==> config.mk <==
export PLATFORM = sky130hd
export DESIGN_NAME = cmd_slot_tracker
export DESIGN_NICKNAME = d
export VERILOG_FILES = /design/src/rtl/cst_pkg.sv /design/src/rtl/cst_bus_decode.sv /design/src/rtl/cst_err_ctl.sv /design/src/rtl/cst_slot_cell.sv /design/src/rtl/cmd_slot_tracker.sv
export SDC_FILE = /design/constraint.sdc
export NUM_CORES = 1
export LEC_CHECK = 0
export CORE_ASPECT_RATIO = 2
export CORE_MARGIN = 2
export CORE_UTILIZATION = 40
export DETAILED_ROUTE_END_ITERATION = 8
export PLACE_DENSITY = 0.88
export SYNTH_ARGS = -nofsm -noshare
export SYNTH_HDL_FRONTEND = slang
export SYNTH_SLANG_ARGS = --single-unit
==> constraint.sdc <==
create_clock -name clk -period 1.45 [get_ports clk]
set_input_delay 0.29 -clock clk [delete_from_list [all_inputs] [get_ports clk]]
set_output_delay 0.29 -clock clk [all_outputs]
set_load 0.005 [all_outputs]
==> src/rtl/cst_pkg.sv <==
package cst_pkg;
    localparam int OFS_QUEUE  = 'h0;
    localparam int OFS_ACTIVE = 'h4;
    localparam int OFS_DONE   = 'h8;
endpackage

==> src/rtl/cst_bus_decode.sv <==
module cst_bus_decode
    import cst_pkg::*;
#(
    parameter int SLOTS  = 16,
    parameter int DATA_W = 32,
    parameter int ADDR_W = 4
) (
    input  logic [ADDR_W-1:0] bus_addr,
    input  logic              bus_wr,
    input  logic [DATA_W-1:0] bus_wdata,
    input  logic [SLOTS-1:0]  queue_q,
    input  logic [SLOTS-1:0]  active_q,
    input  logic [SLOTS-1:0]  done_q,
    output logic              queue_we,
    output logic [SLOTS-1:0]  queue_wval,
    output logic [SLOTS-1:0]  done_w1c,
    output logic [DATA_W-1:0] bus_rdata
);
    localparam logic [ADDR_W-1:0] A_QUEUE  = ADDR_W'(OFS_QUEUE);
    localparam logic [ADDR_W-1:0] A_ACTIVE = ADDR_W'(OFS_ACTIVE);
    localparam logic [ADDR_W-1:0] A_DONE   = ADDR_W'(OFS_DONE);

    logic unused_rsvd_wdata;
    assign unused_rsvd_wdata = ^bus_wdata[DATA_W-1:SLOTS];

    always_comb begin
        queue_we   = bus_wr && (bus_addr == A_QUEUE);
        queue_wval = bus_wdata[SLOTS-1:0];
        done_w1c   = (bus_wr && (bus_addr == A_DONE)) ? bus_wdata[SLOTS-1:0] : '0;
    end

    always_comb begin
        bus_rdata = '0;
        case (bus_addr)
            A_QUEUE:  bus_rdata[SLOTS-1:0] = queue_q;
            A_ACTIVE: bus_rdata[SLOTS-1:0] = active_q;
            A_DONE:   bus_rdata[SLOTS-1:0] = done_q;
            default:  bus_rdata = '0;
        endcase
    end
endmodule

==> src/rtl/cst_err_ctl.sv <==
module cst_err_ctl (
    input  logic err_q,
    input  logic err_hit,
    input  logic err_clr,
    output logic err_d,
    output logic flush
);
    always_comb begin
        flush = err_q && err_clr;
        if (flush)
            err_d = 1'b0;
        else if (err_hit)
            err_d = 1'b1;
        else
            err_d = err_q;
    end
endmodule

==> src/rtl/cst_slot_cell.sv <==
module cst_slot_cell (
    input  logic queue_q,
    input  logic active_q,
    input  logic done_q,
    input  logic iss_hit,
    input  logic done_hit,
    input  logic err_mode,
    input  logic flush,
    input  logic queue_we,
    input  logic queue_wval,
    input  logic done_w1c,
    output logic queue_d,
    output logic active_d,
    output logic done_d
);
    logic iss_ok;
    logic done_ok;

    always_comb begin
        iss_ok  = iss_hit && queue_q;
        done_ok = done_hit && queue_q && !err_mode;

        if (flush || done_ok)
            queue_d = 1'b0;
        else if (queue_we)
            queue_d = queue_wval;
        else
            queue_d = queue_q;

        if (flush || done_ok)
            active_d = 1'b0;
        else if (iss_ok)
            active_d = 1'b1;
        else
            active_d = active_q;

        if (done_ok)
            done_d = 1'b1;
        else if (done_w1c)
            done_d = 1'b0;
        else
            done_d = done_q;
    end
endmodule

==> src/rtl/cmd_slot_tracker.sv <==
module cmd_slot_tracker #(
    parameter int SLOTS  = 16,
    parameter int DATA_W = 32,
    parameter int ADDR_W = 4
) (
    input  logic                     clk,
    input  logic                     rst,
    input  logic [ADDR_W-1:0]        bus_addr,
    input  logic                     bus_wr,
    input  logic [DATA_W-1:0]        bus_wdata,
    output logic [DATA_W-1:0]        bus_rdata,
    input  logic                     issue_vld,
    input  logic [$clog2(SLOTS)-1:0] issue_slot,
    input  logic                     done_vld,
    input  logic [$clog2(SLOTS)-1:0] done_slot,
    input  logic                     err_vld,
    input  logic [$clog2(SLOTS)-1:0] err_slot,
    input  logic                     err_clr,
    output logic                     irq
);
    localparam int SLOT_W = $clog2(SLOTS);

    typedef struct packed {
        logic [SLOTS-1:0] queue;
        logic [SLOTS-1:0] active;
        logic [SLOTS-1:0] done;
        logic             err;
    } trk_t;

    trk_t st_q, st_d;

    logic [SLOTS-1:0] queue_q, active_q, done_q;
    logic             err_q;
    logic [SLOTS-1:0] queue_n, active_n, done_n;
    logic [SLOTS-1:0] queue_wval, done_w1c;
    logic             queue_we, err_n, flush;

    assign queue_q  = st_q.queue;
    assign active_q = st_q.active;
    assign done_q   = st_q.done;
    assign err_q    = st_q.err;

    cst_bus_decode #(
        .SLOTS (SLOTS),
        .DATA_W(DATA_W),
        .ADDR_W(ADDR_W)
    ) u_decode (
        .bus_addr  (bus_addr),
        .bus_wr    (bus_wr),
        .bus_wdata (bus_wdata),
        .queue_q   (queue_q),
        .active_q  (active_q),
        .done_q    (done_q),
        .queue_we  (queue_we),
        .queue_wval(queue_wval),
        .done_w1c  (done_w1c),
        .bus_rdata (bus_rdata)
    );

    cst_err_ctl u_err (
        .err_q  (err_q),
        .err_hit(err_vld && active_q[err_slot]),
        .err_clr(err_clr),
        .err_d  (err_n),
        .flush  (flush)
    );

    for (genvar i = 0; i < SLOTS; i++) begin : g_slot
        cst_slot_cell u_cell (
            .queue_q   (queue_q[i]),
            .active_q  (active_q[i]),
            .done_q    (done_q[i]),
            .iss_hit   (issue_vld && (issue_slot == SLOT_W'(i))),
            .done_hit  (done_vld && (done_slot == SLOT_W'(i))),
            .err_mode  (err_q),
            .flush     (flush),
            .queue_we  (queue_we),
            .queue_wval(queue_wval[i]),
            .done_w1c  (done_w1c[i]),
            .queue_d   (queue_n[i]),
            .active_d  (active_n[i]),
            .done_d    (done_n[i])
        );
    end

    always_comb begin
        st_d        = st_q;
        st_d.queue  = queue_n;
        st_d.active = active_n;
        st_d.done   = done_n;
        st_d.err    = err_n;
    end

    always_ff @(posedge clk) begin
        if (rst)
            st_q <= '0;
        else
            st_q <= st_d;
    end

    assign irq = |done_q;
endmodule

==> flow_summary.yaml, run 1 <==
run_status:
  status: "finished, violations left"
  failed_checks: "setup timing"
setup_path:
  crit_arrival_ps: 1420
  r2r-start: "active_q[10]"
  cp-end-kind: "primary output"
  crit_type: "in2out"
  cp_max_fo: 7
  critPathLaunch: "bus_addr[3]"
  cp.required_ps: 1160
  r2r_setup_slack_ps: -20
  critPathLaunchType: "input pin"
synth:
  avgSynthCellArea_um2: 7.91
  yosysSeqAreaShare_pct: 39.9
  synth_top_area_share_pct: 39.9
  async_reset_ff_share_pct: 0
  yosysMostFrequentCell: "nand2_1"
  synth_edf_count: 0
  yosysTopAreaCell: "dfxtp_1"
  synth_area_mm2: 0.00246
  ys_ff_latch: 49
  synth.area.top_cells: "dfxtp_1 40%, nand2_1 10%, a21oi_1 6.7%, a222oi_1 6.5%, nand3_1 5.7%"
  synth_commonest_cells: "68 x nand2_1, 49 x dfxtp_1, 33 x a21oi_1"
  yosysUniqueCellTypes: 31
  syn_inst: 311
  yosysWarnings: 0
  synth_flop_cell: "dfxtp_1"
clocking:
  path_clk_slew_ps: 60
  cts-root-buf: "clkbuf_16"
  tritoncts: "done"
  cts_buffer_depth: 2
  clkSinkCount: 49
  h-tree-depth: 2
  cts_buffers: 5
  clk_latency_ps: 290
finish:
  diodes: 0
  layout-drive-gt1-share_pct: 28.3
  fill_cells: 447
  fin_nets: 489
  synthToLayoutAreaGrowth_pct: 53.3
routing:
  drtAntennaViolNets: 0
  dr_total_vias: 3098
  routed_wl_um: 10000
  drt_iter0_markers: 289
  firstDrtPassIters: 6
  drc: 0
  drt-vias-per-instance: 6.23
  wire_per_inst_um: 20.2
timing:
  skew_ps: 1.94
  fin_crit_sh_pct: 118
  fmax_mhz: 586
  rsz0062_at_grt: "yes"
  finalSetupViolCount: 18
  final_max_slew_viol_count: 0
  hold_viol: 0
  fin_ws_ps: -256
  fin_tns_setup_ps: -2700
  fin_crit_ps: 1710
global_routing:
  overflow: 0
  grt_max_degree: 19
  grt_pass1_vias: 3163
  grt_pass1_wl_um: 15500
  grt_usage_pct: 30.8
  antenna_found_initial: 0
placement:
  dp_slack_ps: -1050
  io_buffers: 55
  dp_hpwl_um: 6510
  place_congestion: 0.927
die:
  dieArea_mm2: 0.00683
  num_rows: 40
  dieHeight_um: 115
  pin_count: 88
  start_util_pct: 41.3
  core_mm2: 0.00596
  dieWidth_um: 59.5
worst_hold_path:
  hp-class: "reg2reg"
  min_from: "done_q[13]"
power:
  peakVddDrop_v: 0.000560
  leakage_nw: 1.71
  power_density_mw_per_mm2: 774
job:
  cap_viol_max_count: 0
[layout make-up]
class,instances,area [µm²],area share (%)
Inverter,16,60.1,1.59
Timing Repair Buffer,130,1130,29.9
Sequential cell,49,990,26.2
Multi-Input combinational cell,232,1370,36.4
Clock buffer,7,143,3.78
Tap cell,63,78.8,2.09
[registers in the layout, indices dropped and copies added (netlist names)]
signal	count
err_q	1
done_q	16
active_q	16
queue_q	16
[critical path: stages]
cell and delay [ps]:
buf_8 90, nor4b_4 120, buf_4 150, buf_12 130, a222oi_1 410, inv_1 80
buf_2 140
[kinds of logic after synthesis]
| family | synth area share (%) |
|---|---|
| DFF | 39.9 |
| muxes | 4.07 |
| AOI/OAI and AO/OA | 17.9 |
| other | 0.152 |
| and+or+nand+nor | 28.2 |
| buffers and inverters | 9.86 |
[cells in the final DEF, fill, tap and decap left out, types with 2 or more instances in the layout]
cell / count
nand4_1: 5
nor2b_1: 4
nor4b_1: 2
nor4_4: 3
mux4_2: 3
buf_6: 6
clkbuf_16: 5
and2_1: 2
nand3_1: 28
buf_2: 17
conb_1: 16
a31oi_1: 16
a21oi_1: 33
dfxtp_2: 7
dlygate4sd2_1: 3
clkdlybuf4s50_1: 29
mux2_2: 2
nor2_1: 20
buf_8: 2
buf_4: 66
dfxtp_1: 42
a222oi_1: 16
dlymetal6s2s_1: 2
buf_12: 4
nor4_1: 2
nand2_1: 68
nor4b_4: 2
inv_1: 16
[metal layers]
layer / GRT usage, % / up-vias / share of wire [%]
li1: - / 1337 / -
met1: 30.3 / 1396 / 31
met2: 50.7 / 272 / 49
met3: 6.19 / 93 / 9.9
met4: 30.0 / 0 / 10
met5: 0 / - / 0
[metrics by stage]
stage,area [µm²],power (mW),utilization [%],hold slack (ps),instances
6_report,3770,2.92,63.3,489,497
3_3_place_gp,3530,1.75,59.2,465,481
2_1_floorplan,2530,1.53,-,423,326
5_1_grt,3770,3.01,63.3,516,497
3_5_place_dp,3530,1.76,59.2,474,481
4_1_cts,3760,2.91,63.2,482,499
[path summary, 6_finish.rpt]
check                       to  cells past startpoint
setup reg to reg         err_q                      5
hold reg to reg     done_q[13]                      2
setup / recovery  bus_rdata[6]                      7
hold / removal      done_q[13]                      2
[power breakdown]
| group | internal (mW) | switching, mW | leakage (nW) |
|---|---|---|---|
| combinational | 0.209 | 0.205 | 1.24 |
| sequential | 1.35 | 0.00728 | 0.398 |
| clock | 0.677 | 0.469 | 0.0700 |
| total | 2.24 | 0.681 | 1.71 |
[what timing repair did]
action / in CTS / in global routing
gates cloned: 2 / 0
resized for setup: 107 / 16
setup endpoints to repair: 50 / 37
pin swaps: 19 / 7
hold endpoints to repair: 0 / 0
setup buffers: 9 / 0
hold buffers: 0 / 0
Power figures use the tool's default switching activity.
==> run 2, diff against run 1 <==
Settings changed: CAP_MARGIN set to 20, SLEW_MARGIN set to 20.
==> results of run 2 <==
Final layout, timing and power as in run 1 (identical DEF).
